File: config.mk
export PLATFORM = sky130hd
export DESIGN_NAME = bitblt_engine
export DESIGN_NICKNAME = d
export VERILOG_FILES = /design/src/rtl/bitblt_pkg.sv /design/src/rtl/blt_rop_unit.sv /design/src/rtl/blt_pattern_ram.sv /design/src/rtl/blt_addr_calc.sv /design/src/rtl/bitblt_engine.sv
export SDC_FILE = /design/constraint.sdc
export NUM_CORES = 2
export LEC_CHECK = 0
export ABC_AREA = 1
export BUFFER_PORTS_ARGS = -buffer_cell sky130_fd_sc_hd__buf_4
export CAP_MARGIN = 25
export CORE_MARGIN = 2
export CORE_UTILIZATION = 43
export CTS_CLUSTER_SIZE = 8
export DETAILED_ROUTE_END_ITERATION = 16
export MAX_ROUTING_LAYER = met4
export PLACE_DENSITY = 0.6
export SYNTH_ARGS = -nofsm -noshare
export SYNTH_HDL_FRONTEND = slang
export SYNTH_HIERARCHICAL = 1
export SYNTH_SLANG_ARGS = --single-unit
File: constraint.sdc
create_clock -name clk -period 9.9 [get_ports clk]
set_input_delay 1.98 -clock clk [delete_from_list [all_inputs] [get_ports clk]]
set_output_delay 1.98 -clock clk [all_outputs]
set_load 0.02 [all_outputs]
File: src/rtl/bitblt_pkg.sv
package bitblt_pkg;

  typedef enum logic [2:0] {
    ST_IDLE,
    ST_SRC,
    ST_SRCW,
    ST_DST,
    ST_DSTW,
    ST_WR
  } blt_state_e;

  localparam logic [2:0] OFS_SRC   = 3'd0;
  localparam logic [2:0] OFS_DST   = 3'd1;
  localparam logic [2:0] OFS_WID   = 3'd2;
  localparam logic [2:0] OFS_HGT   = 3'd3;
  localparam logic [2:0] OFS_SPIT  = 3'd4;
  localparam logic [2:0] OFS_DPIT  = 3'd5;
  localparam logic [2:0] OFS_CTRL  = 3'd6;
  localparam logic [2:0] OFS_START = 3'd7;

  // True when the truth table changes with the destination operand.
  function automatic logic code_uses_dst(input logic [7:0] code);
    return (code & 8'h55) != ((code >> 1) & 8'h55);
  endfunction

  // Extract one pixel from a memory word.
  function automatic logic [15:0] pick_pix(input logic [15:0] word,
                                           input logic lane,
                                           input logic wide);
    if (wide) return word;
    return {8'h00, lane ? word[15:8] : word[7:0]};
  endfunction

endpackage

File: src/rtl/blt_rop_unit.sv
module blt_rop_unit #(
  parameter int W = 16
) (
  input  logic [7:0]   code,
  input  logic [W-1:0] pat,
  input  logic [W-1:0] src,
  input  logic [W-1:0] dst,
  output logic [W-1:0] res
);
  for (genvar i = 0; i < W; i++) begin : g_bit
    assign res[i] = code[{pat[i], src[i], dst[i]}];
  end
endmodule

File: src/rtl/blt_pattern_ram.sv
module blt_pattern_ram #(
  parameter int W     = 16,
  parameter int DEPTH = 64,
  parameter int IW    = $clog2(DEPTH)
) (
  input  logic          clk,
  input  logic          we,
  input  logic [IW-1:0] waddr,
  input  logic [W-1:0]  wdata,
  input  logic [IW-1:0] raddr,
  output logic [W-1:0]  rdata
);
  logic [W-1:0] store [DEPTH];

  always_ff @(posedge clk) begin
    if (we) store[waddr] <= wdata;
    rdata <= store[raddr];
  end
endmodule

File: src/rtl/blt_addr_calc.sv
module blt_addr_calc #(
  parameter int AW    = 16,
  parameter int DIM_W = 10
) (
  input  logic [AW-1:0]    base,
  input  logic [AW-1:0]    pitch,
  input  logic [DIM_W-1:0] x,
  input  logic [DIM_W-1:0] y,
  input  logic             wide,
  output logic [AW-1:0]    addr
);
  logic [AW-1:0] row_off;
  logic [AW-1:0] xe;
  logic [AW-1:0] col_off;

  assign row_off = AW'(y) * pitch;
  assign xe      = AW'(x);
  assign col_off = wide ? {xe[AW-2:0], 1'b0} : xe;
  assign addr    = base + row_off + col_off;
endmodule

File: src/rtl/bitblt_engine.sv
module bitblt_engine #(
  parameter int AW     = 16,
  parameter int DIM_W  = 10,
  parameter int CFG_AW = 7
) (
  input  logic              clk,
  input  logic              rst,
  input  logic              gfx_mode,
  input  logic              cfg_we,
  input  logic [CFG_AW-1:0] cfg_addr,
  input  logic [AW-1:0]     cfg_wdata,
  output logic              busy,
  output logic              done,
  input  logic              host_valid,
  input  logic [15:0]       host_data,
  output logic              host_ready,
  output logic              mem_req,
  output logic              mem_we,
  output logic [AW-2:0]     mem_addr,
  output logic [1:0]        mem_be,
  output logic [15:0]       mem_wdata,
  input  logic              mem_gnt,
  input  logic              mem_rvalid,
  input  logic [15:0]       mem_rdata
);
  import bitblt_pkg::*;

  localparam int PIX_W   = 16;
  localparam int TILE    = 8;
  localparam int TILE_IW = $clog2(TILE);
  localparam int PAT_IW  = 2 * TILE_IW;

  logic [AW-1:0]    src_base, dst_base, src_pitch, dst_pitch;
  logic [DIM_W-1:0] width_r, height_r, w_m1, h_m1;
  logic [7:0]       code_r;
  logic             wide_r, hsrc_r;

  blt_state_e       state;
  logic [DIM_W-1:0] x_q, y_q;
  logic             rev_q, busy_q, done_q;
  logic [PIX_W-1:0] s_pix, d_pix, pat_q, rop_res;
  logic [AW-1:0]    src_addr, dst_addr, src_end;
  logic             need_d, last_px, start_ok, overlap, pat_we, reg_we;

  assign w_m1 = width_r - DIM_W'(1);
  assign h_m1 = height_r - DIM_W'(1);

  blt_addr_calc #(.AW(AW), .DIM_W(DIM_W)) u_src_ag (
    .base(src_base), .pitch(src_pitch), .x(x_q), .y(y_q),
    .wide(wide_r), .addr(src_addr));

  blt_addr_calc #(.AW(AW), .DIM_W(DIM_W)) u_dst_ag (
    .base(dst_base), .pitch(dst_pitch), .x(x_q), .y(y_q),
    .wide(wide_r), .addr(dst_addr));

  // First byte past the source region.
  blt_addr_calc #(.AW(AW), .DIM_W(DIM_W)) u_end_ag (
    .base(src_base), .pitch(src_pitch), .x(width_r), .y(h_m1),
    .wide(wide_r), .addr(src_end));

  assign pat_we = cfg_we && cfg_addr[CFG_AW-1];
  assign reg_we = cfg_we && !cfg_addr[CFG_AW-1];

  blt_pattern_ram #(.W(PIX_W), .DEPTH(TILE * TILE)) u_pat (
    .clk(clk), .we(pat_we), .waddr(cfg_addr[PAT_IW-1:0]),
    .wdata(cfg_wdata[PIX_W-1:0]),
    .raddr({y_q[TILE_IW-1:0], x_q[TILE_IW-1:0]}), .rdata(pat_q));

  blt_rop_unit #(.W(PIX_W)) u_rop (
    .code(code_r), .pat(pat_q), .src(s_pix), .dst(d_pix), .res(rop_res));

  assign need_d   = code_uses_dst(code_r);
  assign last_px  = rev_q ? (x_q == '0 && y_q == '0)
                          : (x_q == w_m1 && y_q == h_m1);
  assign start_ok = cfg_we && (cfg_addr == CFG_AW'(OFS_START)) && gfx_mode &&
                    !busy_q && (width_r != '0) && (height_r != '0);
  assign overlap  = !hsrc_r && (dst_base > src_base) && (dst_base < src_end);

  always_ff @(posedge clk) begin
    if (rst) begin
      state     <= ST_IDLE;
      busy_q    <= 1'b0;
      done_q    <= 1'b0;
      rev_q     <= 1'b0;
      x_q       <= '0;
      y_q       <= '0;
      s_pix     <= '0;
      d_pix     <= '0;
      src_base  <= '0;
      dst_base  <= '0;
      src_pitch <= '0;
      dst_pitch <= '0;
      width_r   <= '0;
      height_r  <= '0;
      code_r    <= '0;
      wide_r    <= 1'b0;
      hsrc_r    <= 1'b0;
    end else begin
      done_q <= 1'b0;
      if (reg_we) begin
        case (cfg_addr[2:0])
          OFS_SRC:  src_base  <= cfg_wdata;
          OFS_DST:  dst_base  <= cfg_wdata;
          OFS_WID:  width_r   <= cfg_wdata[DIM_W-1:0];
          OFS_HGT:  height_r  <= cfg_wdata[DIM_W-1:0];
          OFS_SPIT: src_pitch <= cfg_wdata;
          OFS_DPIT: dst_pitch <= cfg_wdata;
          OFS_CTRL: begin
            code_r <= cfg_wdata[7:0];
            wide_r <= cfg_wdata[8];
            hsrc_r <= cfg_wdata[9];
          end
          default: ;
        endcase
      end
      unique case (state)
        ST_IDLE: if (start_ok) begin
          rev_q  <= overlap;
          x_q    <= overlap ? w_m1 : '0;
          y_q    <= overlap ? h_m1 : '0;
          busy_q <= 1'b1;
          state  <= ST_SRC;
        end
        ST_SRC: begin
          if (hsrc_r) begin
            if (host_valid) begin
              s_pix <= wide_r ? host_data : {8'h00, host_data[7:0]};
              state <= need_d ? ST_DST : ST_WR;
            end
          end else if (mem_gnt) begin
            state <= ST_SRCW;
          end
        end
        ST_SRCW: if (mem_rvalid) begin
          s_pix <= pick_pix(mem_rdata, src_addr[0], wide_r);
          state <= need_d ? ST_DST : ST_WR;
        end
        ST_DST: if (mem_gnt) state <= ST_DSTW;
        ST_DSTW: if (mem_rvalid) begin
          d_pix <= pick_pix(mem_rdata, dst_addr[0], wide_r);
          state <= ST_WR;
        end
        ST_WR: if (mem_gnt) begin
          if (last_px) begin
            state  <= ST_IDLE;
            busy_q <= 1'b0;
            done_q <= 1'b1;
          end else begin
            state <= ST_SRC;
            if (!rev_q) begin
              if (x_q == w_m1) begin
                x_q <= '0;
                y_q <= y_q + DIM_W'(1);
              end else begin
                x_q <= x_q + DIM_W'(1);
              end
            end else begin
              if (x_q == '0) begin
                x_q <= w_m1;
                y_q <= y_q - DIM_W'(1);
              end else begin
                x_q <= x_q - DIM_W'(1);
              end
            end
          end
        end
        default: state <= ST_IDLE;
      endcase
    end
  end

  assign busy       = busy_q;
  assign done       = done_q;
  assign host_ready = (state == ST_SRC) && hsrc_r;
  assign mem_req    = ((state == ST_SRC) && !hsrc_r) || (state == ST_DST) ||
                      (state == ST_WR);
  assign mem_we     = (state == ST_WR);
  assign mem_addr   = (state == ST_SRC) ? src_addr[AW-1:1] : dst_addr[AW-1:1];
  assign mem_be     = wide_r ? 2'b11 : (dst_addr[0] ? 2'b10 : 2'b01);
  assign mem_wdata  = wide_r ? rop_res : {rop_res[7:0], rop_res[7:0]};

endmodule

==> results by group <==
Clock tree
  • TritonCTS clock tree: built
  • # Post-CTS Setup Buffers: 0
  • Insertion delay of the later-clocked pin in the worst-skew pair: 790 ps
  • Clk root buf: sky130_fd_sc_hd__clkbuf_16
  • CTS buffer count: 167
  • H-tree levels: 4
  • Clock Tree Buf Depth: 3
  • Clk sinks: 1192
  • Clock-pin slew reported for the worst setup and hold paths after clock tree synthesis: 60 ps
  • Hold-fix buffers at CTS: 0
  • Count of instances resized after the clock tree is built: 0

Placement
  • DP HPWL: 119000 um
  • Cell area after placement: 67700 um^2
  • Number of port buffers: 99
  • Final GP Congestion: 0.937

Hold path
  • Number of cells on the worst hold path: 2
  • Min-delay src: s_pix[15]$_SDFFE_PP0P_
  • Hold Path End: s_pix[15]$_SDFFE_PP0P_
  • Class of the tightest hold or removal check: reg2reg

Worst setup path
  • Endpoint of the worst-slack reg-to-reg timing path: x_q[7]$_SDFFE_PP0P_
  • CP startpoint kind: flip-flop
  • Number of gates on the worst path with buffers counted: 23
  • Reg-to-reg startpoint: height_r[0]$_SDFFE_PP0P_
  • Slowest Stage Delay on Critical Path: 940 ps
  • Worst Reg-to-Reg Cells: 35
  • CP Capture Type: output port
  • Biggest fanout along the worst timing path: 13
  • Cell with the biggest individual delay on the critical path: sky130_fd_sc_hd__dfxtp_1
  • Type of the worst setup path: reg2out
  • Arr. time, crit path: 6330 ps
  • Dominant delay contributor by cell family on the critical path: adder cells
  • Buffering stage count on the worst path with inverters included: 7
  • Slack of the worst reg-to-reg path: 1860 ps
  • Required @ worst endpoint: 7920 ps
  • Series of cell instances along the critical path: buf_4 -> nand2_1 -> inv_1 -> fa_1 -> inv_1 -> fa_1 -> inv_1 -> fa_1 -> fa_1 -> inv_1 -> fa_1 -> inv_1 -> ha_1 -> nand2_1 -> nor2_1 -> nand2_1 -> o211ai_1 -> nand3_1 -> o21ai_1 -> xor2_1 -> nand2_1 -> nand2_1 -> buf_4

Power and ir drop
  • Max IR drop VDD: 204 uV
  • Overall power after layout: 16.9 mW
  • Leakage Power: 30.7 nW
  • Power density cells: 233 nW/um^2

Floorplan
  • Count of pins on the block boundary: 100
  • Number of rows in the core area: 143
  • Effective utilization at floorplan: 43.2%
  • Die span in x: 394 um
  • Total die area: 155000 um^2
  • Floorplan Core Area: 151000 um^2
  • Vertical extent of the die: 394 um

Global route
  • Global-route wire length before repair: 291000 um
  • Sum of overflow across all layers after global routing: 0
  • Maximum number of pins on one net before global-route repair: 214
  • Overall Global Routing Usage: 25.3%
  • Number of antenna violations at the first check in global routing: 3
  • Via count of the first global-routing pass: 46817

Timing
  • Timing-limited maximum frequency: 120 MHz
  • Count of final setup violators: 0
  • Final Critical Period: 8310 ps
  • Final max-slew violation count: 0
  • Final Hold Violating Endpoints: 0
  • Period utilization: 83.9%
  • Unrepaired setup endpoints after global routing: no
  • Worst Skew: 21.0 ps
  • Setup Total Neg Slack: 0 ps
  • Worst max-slew margin expressed relative to the limit: 27.8%
  • Transition time at the pin with the least slew margin: 1080 ps

Detailed routing
  • Violation count after the first detailed-routing iteration: 5775
  • Wire length after detailed routing: 193000 um
  • WL per Instance: 21.1 um
  • Ratio of routed vias to standard cells: 5.41
  • Number of search-and-repair iterations in the first detailed-routing pass: 6
  • Residual DRC count: 0
  • Post-route ant nets: 0
  • Via Count: 49647

Logic synthesis
  • Post-Syn Instances: 7027
  • Net Count, Synth: 7523
  • Warning count from the yosys run: 6
  • Post-Syn Area per Cell: 9.30 um^2
  • Sequential area share after synthesis: 52.2%
  • Cell Area, Synth: 65400 um^2
  • Total of flip-flops plus latches after synthesis: 1192
  • Netlist cell types: 56

Job
  • Max capacitance violation total: 0

Cells and area
  • Filler Cell Count: 14112
  • Number of nets at the end of the flow: 7573
  • Area Growth Syn to Fin: 10.8%
  • Fraction of layout cells with a size suffix above 1: 7.22%
  • Final instance area: 72400 um^2

Run status
  • Result of the run: completed
per-layer routing:
layer	routed length [um]	part of all wire (%)	vias up	global-route usage [%]
li1	-	-	23006	-
met1	85400	44	24259	36.2
met2	87200	45	2093	38.0
met3	15500	8.0	289	3.06
met4	5000	2.6	0	7.64
met5	0	0	-	-
power breakdown:
| part | switching (mW) | total (mW) | leakage (nW) | internal, mW |
|---|---|---|---|---|
| logic | 4.23 | 5.82 | 17.9 | 1.60 |
| clock network | 2.08 | 5.18 | 2.25 | 3.09 |
| registers | 0.298 | 5.90 | 10.6 | 5.60 |
| total | 6.61 | 16.9 | 30.7 | 10.3 |
worst register-to-register path: cells and delay by family, from the launching register on:
| kind | cells | cell delay, ps |
|---|---|---|
| adders and majority gates | 7 | 3050 |
| and+or+nand+nor | 12 | 2000 |
| AOI/OAI and AO/OA | 8 | 1260 |
| buffers and inverters | 7 | 900 |
| xor gates and xnor gates | 1 | 450 |
| DFF | 1 | 310 |
cell usage after synthesis, drive strengths merged:
cell	instances	area (um^2)
o21ai	196	985
o2111ai	1	8.76
o31a	1	8.76
o21bai	2	15.0
inv	786	2960
o32ai	1	8.76
a21oi	126	634
a211o	1	8.76
o221ai	1	8.76
nand3b	5	37.5
xnor2	20	175
nor3	17	90.1
nand3	1055	5340
xor2	47	419
a311oi	4	35.0
nand2	2364	8950
dfxtp	168	3360
buf	248	1670
nand4	23	144
ha	148	1850
clkbuf	101	389
fa	286	5730
o311ai	1	8.76
or2	3	18.8
a31oi	16	100
xnor3	1	22.5
nor2	330	1280
nor4	11	68.8
edfxtp	1024	30700
a22oi	4	35.0
a211oi	4	30.0
a21o	2	15.0
clkinv	6	22.5
o31ai	8	60.1
o211ai	14	105
and2	1	6.26
o21a	1	7.51
registers in the layout, summed over array words and instances (netlist names), 16 cells and up:
name	cells
d_pix	16
dst_base	16
dst_pitch	16
s_pix	16
src_base	16
src_pitch	16
u_pat/rdata	16
u_pat/store	1024
stage by stage:
stage	cells	setup WS (ps)	utilization [%]	hold WS, ps
floorplan	7027	3070	-	463
global placement	8931	2100	44.7	490
detailed placement	8933	1960	44.7	497
CTS	9161	1630	47.8	511
global route	9167	1350	47.8	533
finish	9169	1590	47.8	510
how the worst max path moves through the flow:
stage,from,end
after floorplan,y_q[1]$_SDFFE_PP0P_,mem_addr[13]
after global placement,height_r[1]$_SDFFE_PP0P_,y_q[9]$_SDFFE_PP0P_
after detailed placement,height_r[1]$_SDFFE_PP0P_,y_q[9]$_SDFFE_PP0P_
after CTS,y_q[6]$_SDFFE_PP0P_,mem_addr[13]
after global routing,y_q[6]$_SDFFE_PP0P_,mem_addr[13]
final,y_q[6]$_SDFFE_PP0P_,mem_addr[13]
logic make-up after synthesis:
group                    Yosys count  synth area share (%)
AO/OA/AOI/OAI                    383                  3.17
buffers and inverters           1141                  7.71
XOR/XNOR                          68                 0.944
AND/OR/NAND/NOR                 3809                  24.4
flip-flops                      1192                  52.2
adder cells (fa/ha/maj)          434                  11.6
layout make-up:
class	count	area, um^2	share of cell area, %
Antenna cell	3	7.51	0.0104
Clock buffer	215	4430	6.12
Clock inverter	13	201	0.278
Inverter	792	3000	4.14
Multi-Input combinational cell	4694	26300	36.3
Sequential cell	1192	34100	47.1
Tap cell	2030	2540	3.51
Timing Repair Buffer	230	1820	2.52
placed cells by master (no fill, tap or decap), types with 4 or more instances in the layout:
cell type                   count
sky130_fd_sc_hd__a211oi_1       4
sky130_fd_sc_hd__a21oi_1      125
sky130_fd_sc_hd__a311oi_1       4
sky130_fd_sc_hd__a31oi_1       16
sky130_fd_sc_hd__buf_4        224
sky130_fd_sc_hd__clkbuf_1      44
sky130_fd_sc_hd__clkbuf_16    170
sky130_fd_sc_hd__clkinv_1       6
sky130_fd_sc_hd__dfxtp_1      161
sky130_fd_sc_hd__dfxtp_4        4
sky130_fd_sc_hd__edfxtp_1    1024
sky130_fd_sc_hd__fa_1         286
sky130_fd_sc_hd__ha_1         148
sky130_fd_sc_hd__inv_1        760
sky130_fd_sc_hd__inv_16         4
sky130_fd_sc_hd__inv_2         22
sky130_fd_sc_hd__inv_6          5
sky130_fd_sc_hd__nand2_1     2334
sky130_fd_sc_hd__nand2_2       29
sky130_fd_sc_hd__nand3_1     1047
sky130_fd_sc_hd__nand3_2        6
sky130_fd_sc_hd__nand3b_1       5
sky130_fd_sc_hd__nand4_1       23
sky130_fd_sc_hd__nor2_1       317
sky130_fd_sc_hd__nor2_2        11
sky130_fd_sc_hd__nor3_1        16
sky130_fd_sc_hd__nor4_2         9
sky130_fd_sc_hd__o211ai_1      14
sky130_fd_sc_hd__o21ai_0      187
sky130_fd_sc_hd__o21ai_1        8
sky130_fd_sc_hd__o31ai_1        8
sky130_fd_sc_hd__xnor2_1       20
sky130_fd_sc_hd__xor2_1        46
Power figures use the tool's default switching activity.
